## src/rtl/rot_rate_div_pkg.sv

```systemverilog
package rot_rate_div_pkg;

   // Width needed to hold values 0 .. n-1, at least one bit.
   function automatic int unsigned cnt_width(input int unsigned n);
      int unsigned w;
      w = 1;
      while ((1 << w) < n) w++;
      return w;
   endfunction

   // Product check used for lock-step ratio validation.
   function automatic bit ratios_locked(input int unsigned a_div,
                                        input int unsigned a_cnt,
                                        input int unsigned b_div,
                                        input int unsigned b_cnt);
      return (a_div * a_cnt) == (b_div * b_cnt);
   endfunction

endpackage

```

## src/rtl/rot_tick_div.sv

```systemverilog
module rot_tick_div
   import rot_rate_div_pkg::*;
#(
   parameter int unsigned DIV = 45
) (
   input  logic clk,
   input  logic rst_n,
   input  logic tick_en,
   output logic term_o
);

   localparam int unsigned W = cnt_width(DIV);

   logic term_q;

   generate
      if (DIV < 1) begin : g_bad
         $error("rot_tick_div: DIV must be at least 1");
      end else if (DIV == 1) begin : g_pass
         // Every tick is a terminal tick; register it.
         always_ff @(posedge clk) begin
            if (!rst_n) term_q <= 1'b0;
            else        term_q <= tick_en;
         end
      end else begin : g_count
         localparam logic [W-1:0] LAST = W'(DIV - 1);
         logic [W-1:0] cnt_q;
         logic         at_last;

         assign at_last = (cnt_q == LAST);

         always_ff @(posedge clk) begin
            if (!rst_n) begin
               cnt_q  <= '0;
               term_q <= 1'b0;
            end else begin
               term_q <= tick_en && at_last;
               if (tick_en) begin
                  if (at_last) cnt_q <= '0;
                  else         cnt_q <= cnt_q + 1'b1;
               end
            end
         end


         term_single_chk: assert property (@(posedge clk) disable iff (!rst_n)
            term_q |=> !term_q);


         count_hold_chk: assert property (@(posedge clk) disable iff (!rst_n)
            !tick_en |=> $stable(cnt_q));
      end
   endgenerate

   assign term_o = term_q;


   idle_quiet_chk: assert property (@(posedge clk) disable iff (!rst_n)
      !tick_en |=> !term_o);

endmodule

```

## src/rtl/rot_pos_ring.sv

```systemverilog
module rot_pos_ring
   import rot_rate_div_pkg::*;
#(
   parameter int unsigned POS_COUNT = 16,
   localparam int unsigned PW       = cnt_width(POS_COUNT)
) (
   input  logic          clk,
   input  logic          rst_n,
   input  logic          step_en,
   output logic [PW-1:0] pos_o,
   output logic          msb_o,
   output logic          wrap_o
);

   localparam logic [PW-1:0] LAST = PW'(POS_COUNT - 1);

   logic [PW-1:0] pos_q;
   logic          wrap_q;

   generate
      if (POS_COUNT < 2) begin : g_bad
         $error("rot_pos_ring: POS_COUNT must be at least 2");
      end
   endgenerate

   always_ff @(posedge clk) begin
      if (!rst_n) begin
         pos_q  <= '0;
         wrap_q <= 1'b0;
      end else begin
         wrap_q <= step_en && (pos_q == LAST);
         if (step_en) begin
            if (pos_q == LAST) pos_q <= '0;
            else               pos_q <= pos_q + 1'b1;
         end
      end
   end

   assign pos_o  = pos_q;
   assign msb_o  = pos_q[PW-1];
   assign wrap_o = wrap_q;


   pos_hold_chk: assert property (@(posedge clk) disable iff (!rst_n)
      !step_en |=> $stable(pos_q));


   pos_advance_chk: assert property (@(posedge clk) disable iff (!rst_n)
      (step_en && pos_q != LAST) |=> (pos_q == $past(pos_q) + 1'b1));


   wrap_zero_chk: assert property (@(posedge clk) disable iff (!rst_n)
      wrap_q |-> (pos_q == '0));


   wrap_single_chk: assert property (@(posedge clk) disable iff (!rst_n)
      wrap_q |=> !wrap_q);


   msb_fall_chk: assert property (@(posedge clk) disable iff (!rst_n)
      $fell(msb_o) |-> wrap_q);

endmodule

```

## src/rtl/rot_rate_div.sv

```systemverilog
module rot_rate_div
   import rot_rate_div_pkg::*;
#(
   parameter int unsigned STEP_DIV      = 45,
   parameter int unsigned DISP_DIV      = 2,
   parameter int unsigned POS_COUNT     = 16,
   parameter int unsigned BEARING_COUNT = 360
) (
   input  logic       clk,
   input  logic       rst_n,
   input  logic       tick_en,
   output logic       step_en,
   output logic       disp_en,
   output logic [3:0] pos,
   output logic       pos_msb,
   output logic       rot_start
);

   localparam int unsigned PW = cnt_width(POS_COUNT);


   generate
      if (!ratios_locked(STEP_DIV, POS_COUNT, DISP_DIV, BEARING_COUNT)) begin : g_unlocked
         $error("rot_rate_div: STEP_DIV*POS_COUNT must equal DISP_DIV*BEARING_COUNT");
      end
      if (PW != 4) begin : g_width
         $error("rot_rate_div: POS_COUNT must need a 4-bit position");
      end
   endgenerate

   logic          step_w;
   logic          disp_w;
   logic [PW-1:0] pos_w;
   logic          msb_w;
   logic          wrap_w;

   rot_tick_div #(.DIV(STEP_DIV)) u_step_div (
      .clk    (clk),
      .rst_n  (rst_n),
      .tick_en(tick_en),
      .term_o (step_w)
   );

   rot_tick_div #(.DIV(DISP_DIV)) u_disp_div (
      .clk    (clk),
      .rst_n  (rst_n),
      .tick_en(tick_en),
      .term_o (disp_w)
   );

   rot_pos_ring #(.POS_COUNT(POS_COUNT)) u_ring (
      .clk    (clk),
      .rst_n  (rst_n),
      .step_en(step_w),
      .pos_o  (pos_w),
      .msb_o  (msb_w),
      .wrap_o (wrap_w)
   );

   assign step_en   = step_w;
   assign disp_en   = disp_w;
   assign pos       = 4'(pos_w);
   assign pos_msb   = msb_w;
   assign rot_start = wrap_w;


   turn_pulse_cause_chk: assert property (@(posedge clk) disable iff (!rst_n)
      rot_start |-> $past(step_en));


   msb_match_chk: assert property (@(posedge clk) disable iff (!rst_n)
      pos_msb == pos[3]);

endmodule

```

## config.mk

```make
export PLATFORM = sky130hd
export DESIGN_NAME = rot_rate_div
export DESIGN_NICKNAME = d
export VERILOG_FILES = /design/src/rtl/rot_rate_div_pkg.sv /design/src/rtl/rot_tick_div.sv /design/src/rtl/rot_pos_ring.sv /design/src/rtl/rot_rate_div.sv
export SDC_FILE = /design/constraint.sdc
export NUM_CORES = 1
export LEC_CHECK = 0
export ABC_CLOCK_PERIOD_IN_PS = 1800
export BUFFER_PORTS_ARGS = -buffer_cell sky130_fd_sc_hd__buf_2
export CAP_MARGIN = 15
export CORE_AREA = 2 2 39 41
export DETAILED_ROUTE_END_ITERATION = 10
export DIE_AREA = 0 0 41 43
export HOLD_SLACK_MARGIN = 0.02
export PLACE_DENSITY = 0.67
export SYNTH_ARGS = -nofsm -noshare
export SYNTH_HDL_FRONTEND = slang
export SYNTH_SLANG_ARGS = --single-unit
export TNS_END_PERCENT = 5
```

## constraint.sdc

```tcl
create_clock -name clk -period 1.8 [get_ports clk]
set_input_delay 0.54 -clock clk [delete_from_list [all_inputs] [get_ports clk]]
set_output_delay 0.54 -clock clk [all_outputs]
set_load 0.02 [all_outputs]
```

==> summary.md, run 1 <==
| Metric | Value |
|---|---|
| Status | `complete, no violations` |
| Final setup margin | `357 ps` |
| Mapped Area | `599 sq um` |
| Lkg Pwr | `0.289 nW` |
| CP arrival | `900 ps` |
| Commonest cells after routing, fill and taps aside | `14 x dfxtp_1, 10 x nor2_1, 10 x buf_2` |
| Area occupied by multi-input gates | `289 sq um` |
| GRT Total Usage | `0.138` |
| CP Buf/Inv Count | `1` |
| Post-synthesis simple-gate area fraction | `0.234` |
| XOR/XNOR Fraction of Synth Area | `0.0877` |
| Ratio of cells with drive above 1 in the final layout | `0.205` |
| Via/cell ratio | `5.01` |
| Worst EP required | `1260 ps` |
| Least-Margin Pin Slew | `249 ps` |
| Top Ports | `11` |
| Post-synthesis mux area share | `0.0334` |
| Final setup fails | `0` |
| Placeable Area | `0.00138 sq mm` |
| Clock latency on the worst-skew pair | `280 ps` |
| Initial Utilization | `0.433` |
| Max VDD drop | `0.388 mV` |
| Post-CTS sizing | `0` |
| Power Density | `842 mW/mm^2` |
| DR vias | `471` |
| Yosys top cell by area | `dfxtp_1` |
| Warning count from the yosys run | `0` |
| Chip Height | `43 microns` |
| Max-cap violations | `0` |
| CTS tree | `done` |
| Fill count | `132` |
| Post-synthesis adder-cell area fraction | `0.0626` |
| Delay of the slowest critical-path stage | `430 ps` |
| Largest net degree at the start of global routing | `9` |
| DR WL/cell | `10.4 microns` |
| H-Tree Depth | `1` |
| Top post-synthesis cells by area | `dfxtp_1 47%, ha_1 6.3%, nor2_1 6.3%, xor2_1 5.8%, nand2_1 3.8%` |
| Syn_nets | `71` |
| First-pass iteration count of the detailed router | `4` |
| Detailed Route WL | `979 microns` |
| Commonest non-fill, non-tap cell in the layout | `dfxtp_1` |
| Synth unique cells | `23` |
| #FFs+latches synth | `14` |
| Port Buffer Count | `10` |
| RSZ-0062 raised after global routing | `no` |
| Hold Crit Class | `register to register` |
| Grt total ovfl | `0` |
| Synth Area in Compound Gates | `0.0647` |
| # DRC | `0` |
| # diodes | `0` |
| DIE AREA | `0.00176 sq mm` |
| CP max FO | `6` |
| First DRT Iteration DRCs | `4` |
| Final min period | `1440 ps` |
| DP Worst Slack | `202 ps` |
| Syn Inst Count | `65` |
| Synthesized area per cell | `9.22 sq um` |
| Setup Skew | `1.08 ps` |
| Critical path class | `register to output pin` |
| Clock Tree Buf Depth | `2` |
| Initial antenna violation count | `0` |
| GP Congestion | `0.698` |
| Vias in the first global route | `402` |
| Largest family of logic cells by synthesized area | `simple AND/OR/NAND/NOR gates` |
| Sequential-to-total area share from yosys stat | `0.468` |
| Fin. Hold Viols | `0` |
| CTS Hold Bufs | `0` |
| Root Driver | `clkbuf_4` |
| Yosys top cell area share | `0.468` |
| Crit path cell chain | `buf_2` |
| Num CTS Buffers | `3` |
| Row count | `14` |
| Rel. slew slack | `0.834` |
| Clock-pin slew on the worst setup and hold paths | `80 ps` |
| Tcrit/Tclk final | `0.802` |
| Crit path launch type | `register` |
| Setup bufs post-CTS | `0` |
| Width of the die | `41 microns` |
| DPL Wire Length | `746 microns` |
| Crit-path leading delay family | `flip-flops` |
| Reg area | `280 sq um` |
| Layout overhead on the synthesized area | `15.9%` |
| Post-DRT Antenna Nets | `0` |
| First-pass GRT wire length | `1650 microns` |
| Max-slew violations | `0` |
| Critical Path Sink Type | `output pin` |
| Critical Path Slowest Stage Cell | `dfxtp_1` |
| FMAX | `693 MHz` |
| Setup TNS | `0 ps` |
| Final hold slack | `494 ps` |
| Sink Count | `14` |
| Final #Nets | `85` |
[kinds of logic (layout without fill, tap and decap cells)]
group,Yosys count,count (layout)
AND/OR/NAND/NOR,28,28
flip-flops,14,14
AO/OA/AOI/OAI,7,7
XOR/XNOR,6,6
buffers and inverters,5,18
adder cells (fa/ha/maj),3,3
multiplexers,2,2
[cell type report]
cell class,count,share of cell area
Timing Repair Buffer,11,0.0829
Sequential cell,14,0.404
Tap cell,16,0.0288
Clock buffer,4,0.0523
Multi-Input combinational cell,46,0.416
Inverter,3,0.0162
[synthesized netlist by cell type]
cell and number:
dfxtp_1 14, nor2_1 10, nand2_1 6, xor2_1 4, a21oi_1 3, ha_1 3, inv_1 3, nand3_1 3
mux2i_1 2, nand4_1 2, o21ai_0 2, xnor2_1 2, a31oi_1 1, and3_1 1, buf_4 1, buf_6 1
nand2b_1 1, nand3_2 1, nand3b_1 1, nor4_1 1, o31ai_1 1, or3_1 1, or4b_1 1
[worst paths after layout]
check | cells after the start | end | start | slack [ps]
setup / recovery | 1 | step_en | u_step_div.term_o | 360
hold / removal | 2 | u_ring.wrap_o | u_ring.pos_o[3] | 490
setup reg to reg | 3 | u_step_div.g_count.cnt_q[5] | u_step_div.g_count.cnt_q[2] | 520
hold reg to reg | 2 | u_ring.wrap_o | u_ring.pos_o[3] | 490
[per-layer routing]
layer / wire length, microns / global-route usage / vias up
met5: 0 / 0 / -
met1: 470 / 0.188 / 210
met2: 440 / 0.191 / 12
met3: 50 / 0.0314 / 4
li1: - / - / 245
met4: 18 / 0.0800 / 0
[metrics by stage]
stage / total power [mW] / utilization / std cells / instance area (sq um)
after global routing: 0.616 / 0.502 / 94 / 694
final: 0.585 / 0.502 / 94 / 694
after floorplan: 0.360 / - / 65 / 599
after global placement: 0.368 / 0.476 / 90 / 658
after detailed placement: 0.370 / 0.476 / 90 / 658
after CTS: 0.592 / 0.502 / 94 / 694
[sequential cells by signal (all words and copies together), names as in the netlist]
signal,flops
u_ring.wrap_o,1
u_ring.pos_o,4
u_step_div.term_o,1
u_disp_div.term_o,1
u_step_div.g_count.cnt_q,6
u_disp_div.g_count.at_last,1
[power breakdown]
part / total, mW / switching, mW / internal, mW / leakage [nW]
clock: 0.222 / 0.0989 / 0.123 / 0.0210
combinational: 0.0376 / 0.0207 / 0.0169 / 0.155
sequential: 0.325 / 0.00775 / 0.318 / 0.114
total: 0.585 / 0.127 / 0.457 / 0.289
Note: power is estimated with default switching activity, not from simulation.
==> run 2: changes to the inputs <==
--- a/config.mk
+++ b/config.mk
@@ -5,7 +5,7 @@
 export SDC_FILE = /design/constraint.sdc
 export NUM_CORES = 1
 export LEC_CHECK = 0
-export ABC_CLOCK_PERIOD_IN_PS = 1800
+export ABC_CLOCK_PERIOD_IN_PS = 1350
 export BUFFER_PORTS_ARGS = -buffer_cell sky130_fd_sc_hd__buf_2
 export CAP_MARGIN = 15
 export CORE_AREA = 2 2 39 41
==> constraint.sdc (replaced) <==
create_clock -name clk -period 1.35 [get_ports clk]
set_input_delay 0.405 -clock clk [delete_from_list [all_inputs] [get_ports clk]]
set_output_delay 0.405 -clock clk [all_outputs]
set_load 0.02 [all_outputs]
==> summary.md, run 2 (synthesized netlist as in run 1, its figures left out) <==
| Metric | Value |
|---|---|
| # DRC | `0 (unchanged)` |
| Tcrit/Tclk final | `0.960` |
| Chip Height | `43 microns (unchanged)` |
| Rel. slew slack | `0.840 (was 0.834)` |
| Final min period | `1300 ps` |
| Crit-path leading delay family | `flip-flops (unchanged)` |
| GRT Total Usage | `0.147 (was 0.138)` |
| Layout overhead on the synthesized area | `17.3% (was 15.9%)` |
| Worst R2R End | `u_step_div.g_count.cnt_q[5] (unchanged)` |
| DR vias | `473 (was 471)` |
| First-pass iteration count of the detailed router | `4 (unchanged)` |
| # diodes | `0 (unchanged)` |
| Setup Skew | `4.65 ps (was 1.08 ps)` |
| Total power | `0.713 mW (was 0.585 mW)` |
| GP Congestion | `0.723 (was 0.698)` |
| Worst Setup SP | `u_step_div.term_o (unchanged)` |
| Num CTS Buffers | `3 (unchanged)` |
| RSZ-0062 raised after global routing | `no (unchanged)` |
| Worst R2R Start | `u_step_div.g_count.cnt_q[3] (was u_step_div.g_count.cnt_q[2])` |
| Initial Utilization | `0.433 (unchanged)` |
| DPL Wire Length | `761 microns (was 746 microns)` |
| Setup bufs post-CTS | `0 (unchanged)` |
| Area occupied by multi-input gates | `289 sq um (unchanged)` |
| First-pass GRT wire length | `1700 microns (was 1650 microns)` |
| Max-cap violations | `0 (unchanged)` |
| Placeable Area | `0.00138 sq mm (unchanged)` |
| Reg area | `280 sq um (unchanged)` |
| Fill count | `147 (was 132)` |
| Root Driver | `clkbuf_4 (unchanged)` |
| Detailed Route WL | `1000 microns (was 979 microns)` |
| Max-slew violations | `0 (unchanged)` |
| Critical path class | `register to output pin (unchanged)` |
| Critical path depth in cells | `1 (unchanged)` |
| Vias in the first global route | `438 (was 402)` |
| Reg2reg setup slack | `160 ps (was 520 ps)` |
| Critical Path Slowest Stage Cell | `dfxtp_1 (unchanged)` |
| Clock latency on the worst-skew pair | `270 ps (was 280 ps)` |
| CTS tree | `done (unchanged)` |
| Least-Margin Pin Slew | `238 ps (was 249 ps)` |
| Worst EP required | `950 ps (was 1260 ps)` |
| Hold Crit Class | `input pin to register (was register to register)` |
| First DRT Iteration DRCs | `6 (was 4)` |
| Reg with most FFs | `u_step_div.g_count.cnt_q (unchanged)` |
| Setup crit end | `step_en (unchanged)` |
| Clock Tree Buf Depth | `2 (unchanged)` |
| Initial antenna violation count | `0 (unchanged)` |
| WHS Path Cells | `3 (was 2)` |
| Post-CTS sizing | `0 (unchanged)` |
| Clock-pin slew on the worst setup and hold paths | `80 ps (about the same)` |
| Crit path launch type | `register (unchanged)` |
| FMAX | `771 MHz` |
| Grt total ovfl | `0 (unchanged)` |
| Delay of the slowest critical-path stage | `420 ps (was 430 ps)` |
| Commonest non-fill, non-tap cell in the layout | `dfxtp_1 (unchanged)` |
| H-Tree Depth | `1 (unchanged)` |
| Final #Nets | `88 (was 85)` |
| Status | `complete, no violations (unchanged)` |
| CP max FO | `6 (unchanged)` |
| Fin. Hold Viols | `0 (unchanged)` |
| DIE AREA | `0.00176 sq mm (unchanged)` |
| Via/cell ratio | `4.93 (was 5.01)` |
| Port Buffer Count | `10 (unchanged)` |
| CP arrival | `890 ps (was 900 ps)` |
| Row count | `14 (unchanged)` |
| Critical Path Sink Type | `output pin (unchanged)` |
| Commonest cells after routing, fill and taps aside | `14 x dfxtp_1, 10 x nor2_1, 10 x buf_2 (unchanged)` |
| Width of the die | `41 microns (unchanged)` |
| CP Buf/Inv Count | `1 (unchanged)` |
| Sink Count | `14 (unchanged)` |
| CTS Hold Bufs | `0 (unchanged)` |
| Crit path cell chain | `buf_2 (unchanged)` |
| Final setup fails | `0 (unchanged)` |
| Lkg Pwr | `0.296 nW (was 0.289 nW)` |
| R2r worst-path depth | `3 (unchanged)` |
| Largest register FFs | `6 (unchanged)` |
| DR WL/cell | `10.4 microns (about the same)` |
| Max VDD drop | `0.369 mV (was 0.388 mV)` |
| Setup TNS | `0 ps (unchanged)` |
| Top Ports | `11 (unchanged)` |
| Ratio of cells with drive above 1 in the final layout | `0.225 (was 0.205)` |
| Largest net degree at the start of global routing | `9 (unchanged)` |
| Post-DRT Antenna Nets | `0 (unchanged)` |
| Power Density | `1010 mW/mm^2 (was 842 mW/mm^2)` |
-- run 2: worst reg2reg max path, delay by kind of cell, from the launching register on --
family	cells	cell delay, ps
AND/OR/NAND/NOR	2	590
AO/OA/AOI/OAI	1	160
flip-flops	1	390
-- run 2: power breakdown --
part	total (mW)	internal [mW]	switching [mW]	leakage, nW
clock	0.227	0.103	0.123	0.0138
sequential	0.434	0.423	0.0108	0.114
combinational	0.0525	0.0251	0.0274	0.169
-- run 2: cell type report --
cell class	count	share of cell area
well taps	16	0.0285
inverters	3	0.0160
repair buffers	14	0.114
flip-flops and latches	14	0.399
multi-input cells	46	0.411
clock buffers	3	0.0320
-- run 2: worst min path at each step --
stage / from / endpoint / slack (ps)
floorplan: u_step_div.g_count.cnt_q[5] / u_step_div.term_o / 460
global placement: u_step_div.g_count.cnt_q[5] / u_step_div.term_o / 480
detailed placement: u_step_div.g_count.cnt_q[5] / u_step_div.term_o / 490
CTS: rst_n / u_ring.wrap_o / 390
global route: rst_n / u_ring.wrap_o / 390
finish: rst_n / u_ring.wrap_o / 400
-- run 2: through the flow --
stage	setup WS (ps)	hold slack, ps	instances	util	cell area [sq um]
final	53.5	403	96	0.508	703
after global routing	3.90	394	96	0.508	703
after CTS	40.0	394	96	0.508	703
after detailed placement	58.1	491	93	0.492	681
after global placement	79.7	478	93	0.492	681
after floorplan	48.2	459	65	-	599
-- run 2: layer usage --
layer | share of wire | routed length (microns) | vias up | GRT usage
li1 | - | - | 252 | -
met1 | 0.48 | 478 | 202 | 0.161
met4 | 0.027 | 27 | 0 | 0.120
met3 | 0.052 | 52 | 4 | 0.0471
met2 | 0.44 | 442 | 15 | 0.219
met5 | 0 | 0 | - | 0
==> run 3: changes to the inputs <==
--- a/config.mk
+++ b/config.mk
@@ -12,8 +12,9 @@
 export DETAILED_ROUTE_END_ITERATION = 10
 export DIE_AREA = 0 0 41 43
 export HOLD_SLACK_MARGIN = 0.02
-export PLACE_DENSITY = 0.67
+export PLACE_DENSITY = 0.74
 export SYNTH_ARGS = -nofsm -noshare
 export SYNTH_HDL_FRONTEND = slang
+export SYNTH_HIERARCHICAL = 1
 export SYNTH_SLANG_ARGS = --single-unit
 export TNS_END_PERCENT = 5
==> summary.md, run 3 <==
| Metric | Value |
|---|---|
| Width of the die | `41 microns (unchanged)` |
| Rel. slew slack | `0.883 (was 0.840)` |
| Largest register FFs | `6 (unchanged)` |
| GP Congestion | `0.723 (about the same)` |
| Most numerous cell in the Yosys netlist | `dfxtp_1 (unchanged)` |
| Yosys top cell area share | `0.476 (was 0.468)` |
| Post-CTS sizing | `1 (was 0)` |
| Largest net degree at the start of global routing | `10 (was 9)` |
| DR vias | `451 (was 473)` |
| Placeable Area | `0.00138 sq mm (unchanged)` |
| Total power | `0.774 mW (was 0.713 mW)` |
| Commonest non-fill, non-tap cell in the layout | `dfxtp_1 (unchanged)` |
| Lkg Pwr | `0.301 nW (was 0.296 nW)` |
| Max-slew violations | `0 (unchanged)` |
| Final min period | `1290 ps (was 1300 ps)` |
| Port Buffer Count | `10 (unchanged)` |
| Worst EP required | `950 ps (about the same)` |
| Top post-synthesis cells by area | `dfxtp_1 48%, ha_1 6.4%, xor2_1 4.5%, mux2i_1 3.4%, nand2_1 3.2% (was dfxtp_1 47%, ha_1 6.3%, nor2_1 6.3%, xor2_1 5.8%, nand2_1 3.8%)` |
| CP Buf/Inv Count | `1 (unchanged)` |
| Final #Nets | `83 (was 88)` |
| DIE AREA | `0.00176 sq mm (unchanged)` |
| Sink Count | `14 (unchanged)` |
| Row count | `14 (unchanged)` |
| Ratio of cells with drive above 1 in the final layout | `0.250 (was 0.225)` |
| Synth unique cells | `25 (was 23)` |
| Num CTS Buffers | `3 (unchanged)` |
| Via/cell ratio | `4.90 (was 4.93)` |
| Vias in the first global route | `401 (was 438)` |
| H-Tree Depth | `1 (unchanged)` |
| #FFs+latches synth | `14 (unchanged)` |
| Clock-pin slew on the worst setup and hold paths | `80 ps (about the same)` |
| RSZ-0062 raised after global routing | `no (unchanged)` |
| Detailed Route WL | `928 microns (was 1000 microns)` |
| Least-Margin Pin Slew | `176 ps (was 238 ps)` |
| FMAX | `775 MHz (was 771 MHz)` |
| Crit path cell chain | `buf_2 (unchanged)` |
| Top Ports | `11 (unchanged)` |
| First DRT Iteration DRCs | `2 (was 6)` |
| EDFF count, synth | `0 (unchanged)` |
| CP arrival | `880 ps (was 890 ps)` |
| DR WL/cell | `10.1 microns (was 10.4 microns)` |
| Chip Height | `43 microns (unchanged)` |
| Syn Inst Count | `62 (was 65)` |
| Delay of the slowest critical-path stage | `410 ps (was 420 ps)` |
| Tcrit/Tclk final | `0.955 (was 0.960)` |
| Hold Crit Class | `input pin to register (unchanged)` |
| GRT Total Usage | `0.125 (was 0.147)` |
| Async SR Flop Fraction | `0 (unchanged)` |
| Syn_nets | `68 (was 71)` |
| Commonest cells after routing, fill and taps aside | `13 x dfxtp_1, 10 x buf_2, 5 x nand2_1, 5 x nor2_1, 4 x inv_1 (was 14 x dfxtp_1, 10 x nor2_1, 10 x buf_2)` |
| Setup TNS | `0 ps (unchanged)` |
| Setup Skew | `0.942 ps (was 4.65 ps)` |
| Top cells by count, synth | `14 x dfxtp_1, 5 x nand2_1, 5 x nor2_1, 4 x inv_1 (was 14 x dfxtp_1, 10 x nor2_1, 6 x nand2_1, 4 x xor2_1)` |
| Crit path launch type | `register (unchanged)` |
| Critical Path Slowest Stage Cell | `dfxtp_1 (unchanged)` |
| Root Driver | `clkbuf_4 (unchanged)` |
| Initial antenna violation count | `0 (unchanged)` |
| Clock Tree Buf Depth | `2 (unchanged)` |
| First-pass GRT wire length | `1480 microns (was 1700 microns)` |
| Initial Utilization | `0.426 (was 0.433)` |
| Layout overhead on the synthesized area | `18.3% (was 17.3%)` |
| DPL Wire Length | `675 microns (was 761 microns)` |
| Warning count from the yosys run | `6 (was 0)` |
| Reg with most FFs | `u_step_div/g_count.cnt_q (was u_step_div.g_count.cnt_q)` |
| Final setup fails | `0 (unchanged)` |
| Power Density | `1110 mW/mm^2 (was 1010 mW/mm^2)` |
| Status | `complete, no violations (unchanged)` |
| Synthesized area per cell | `9.51 sq um (was 9.22 sq um)` |
| Max-cap violations | `0 (unchanged)` |
| Yosys top cell by area | `dfxtp_1 (unchanged)` |
| Crit-path leading delay family | `flip-flops (unchanged)` |
| Grt total ovfl | `0 (unchanged)` |
| Critical Path Sink Type | `output pin (unchanged)` |
| Post-DRT Antenna Nets | `0 (unchanged)` |
| Clock latency on the worst-skew pair | `270 ps (about the same)` |
| # DRC | `0 (unchanged)` |
| Max VDD drop | `0.742 mV (was 0.369 mV)` |
| CTS Hold Bufs | `0 (unchanged)` |
| Fin. Hold Viols | `0 (unchanged)` |
| Setup bufs post-CTS | `0 (unchanged)` |
| Critical path class | `register to output pin (unchanged)` |
| Sequential-to-total area share from yosys stat | `0.476 (was 0.468)` |
| # diodes | `0 (unchanged)` |
| Primary FF master, synth | `dfxtp_1 (unchanged)` |
| First-pass iteration count of the detailed router | `3 (was 4)` |
| CTS tree | `done (unchanged)` |
| Mapped Area | `589 sq um (was 599 sq um)` |
| CP max FO | `6 (unchanged)` |
## run 3: layout make-up
type                            count  area [sq um]
Fill cell                         141           687
Multi-Input combinational cell     43           287
Sequential cell                    14           282
Timing Repair Buffer               11          57.6
Clock buffer                        4          36.3
Tap cell                           16          20.0
Inverter                            4          15.0
## run 3: cell families after synthesis
logic type / after synthesis / synth area share
flip-flops: 14 / 0.476
adder cells (fa/ha/maj): 3 / 0.0637
buffers and inverters: 5 / 0.0382
multiplexers: 2 / 0.0340
AND/OR/NAND/NOR: 24 / 0.225
XOR/XNOR: 5 / 0.0743
AO/OA/AOI/OAI: 9 / 0.0892
## run 3: worst paths after layout
path	start	endpoint	slack [ps]	cells after the start
setup reg to reg	u_step_div/g_count.cnt_q[0]	u_step_div/g_count.cnt_q[4]	170	4
hold / removal	rst_n	u_ring/pos_o[3]	430	2
hold reg to reg	u_step_div/g_count.cnt_q[5]	u_step_div/g_count.cnt_q[5]	490	2
setup / recovery	u_ring/pos_o[0]	pos[0]	60	1
## run 3: per-stage QoR
step	util	hold slack [ps]	instance area, sq um	setup slack (ps)	cells
floorplan	-	458	589	158	62
global placement	0.476	468	659	94.9	88
detailed placement	0.476	490	659	63.9	88
CTS	0.504	417	697	56.2	92
global route	0.504	426	697	1.10	92
finish	0.504	430	697	60.5	92
## run 3: power by group
part	total, mW	internal [mW]	switching (mW)
combinational	0.0437	0.0208	0.0229
clock	0.297	0.164	0.133
sequential	0.434	0.423	0.0101
## run 3: routing by layer
metal / up-vias / global-route usage / wire, microns
li1: 236 / - / -
met1: 203 / 0.141 / 438
met2: 10 / 0.188 / 437
met3: 2 / 0.0314 / 48
met4: 0 / 0.100 / 4
met5: - / 0 / 0
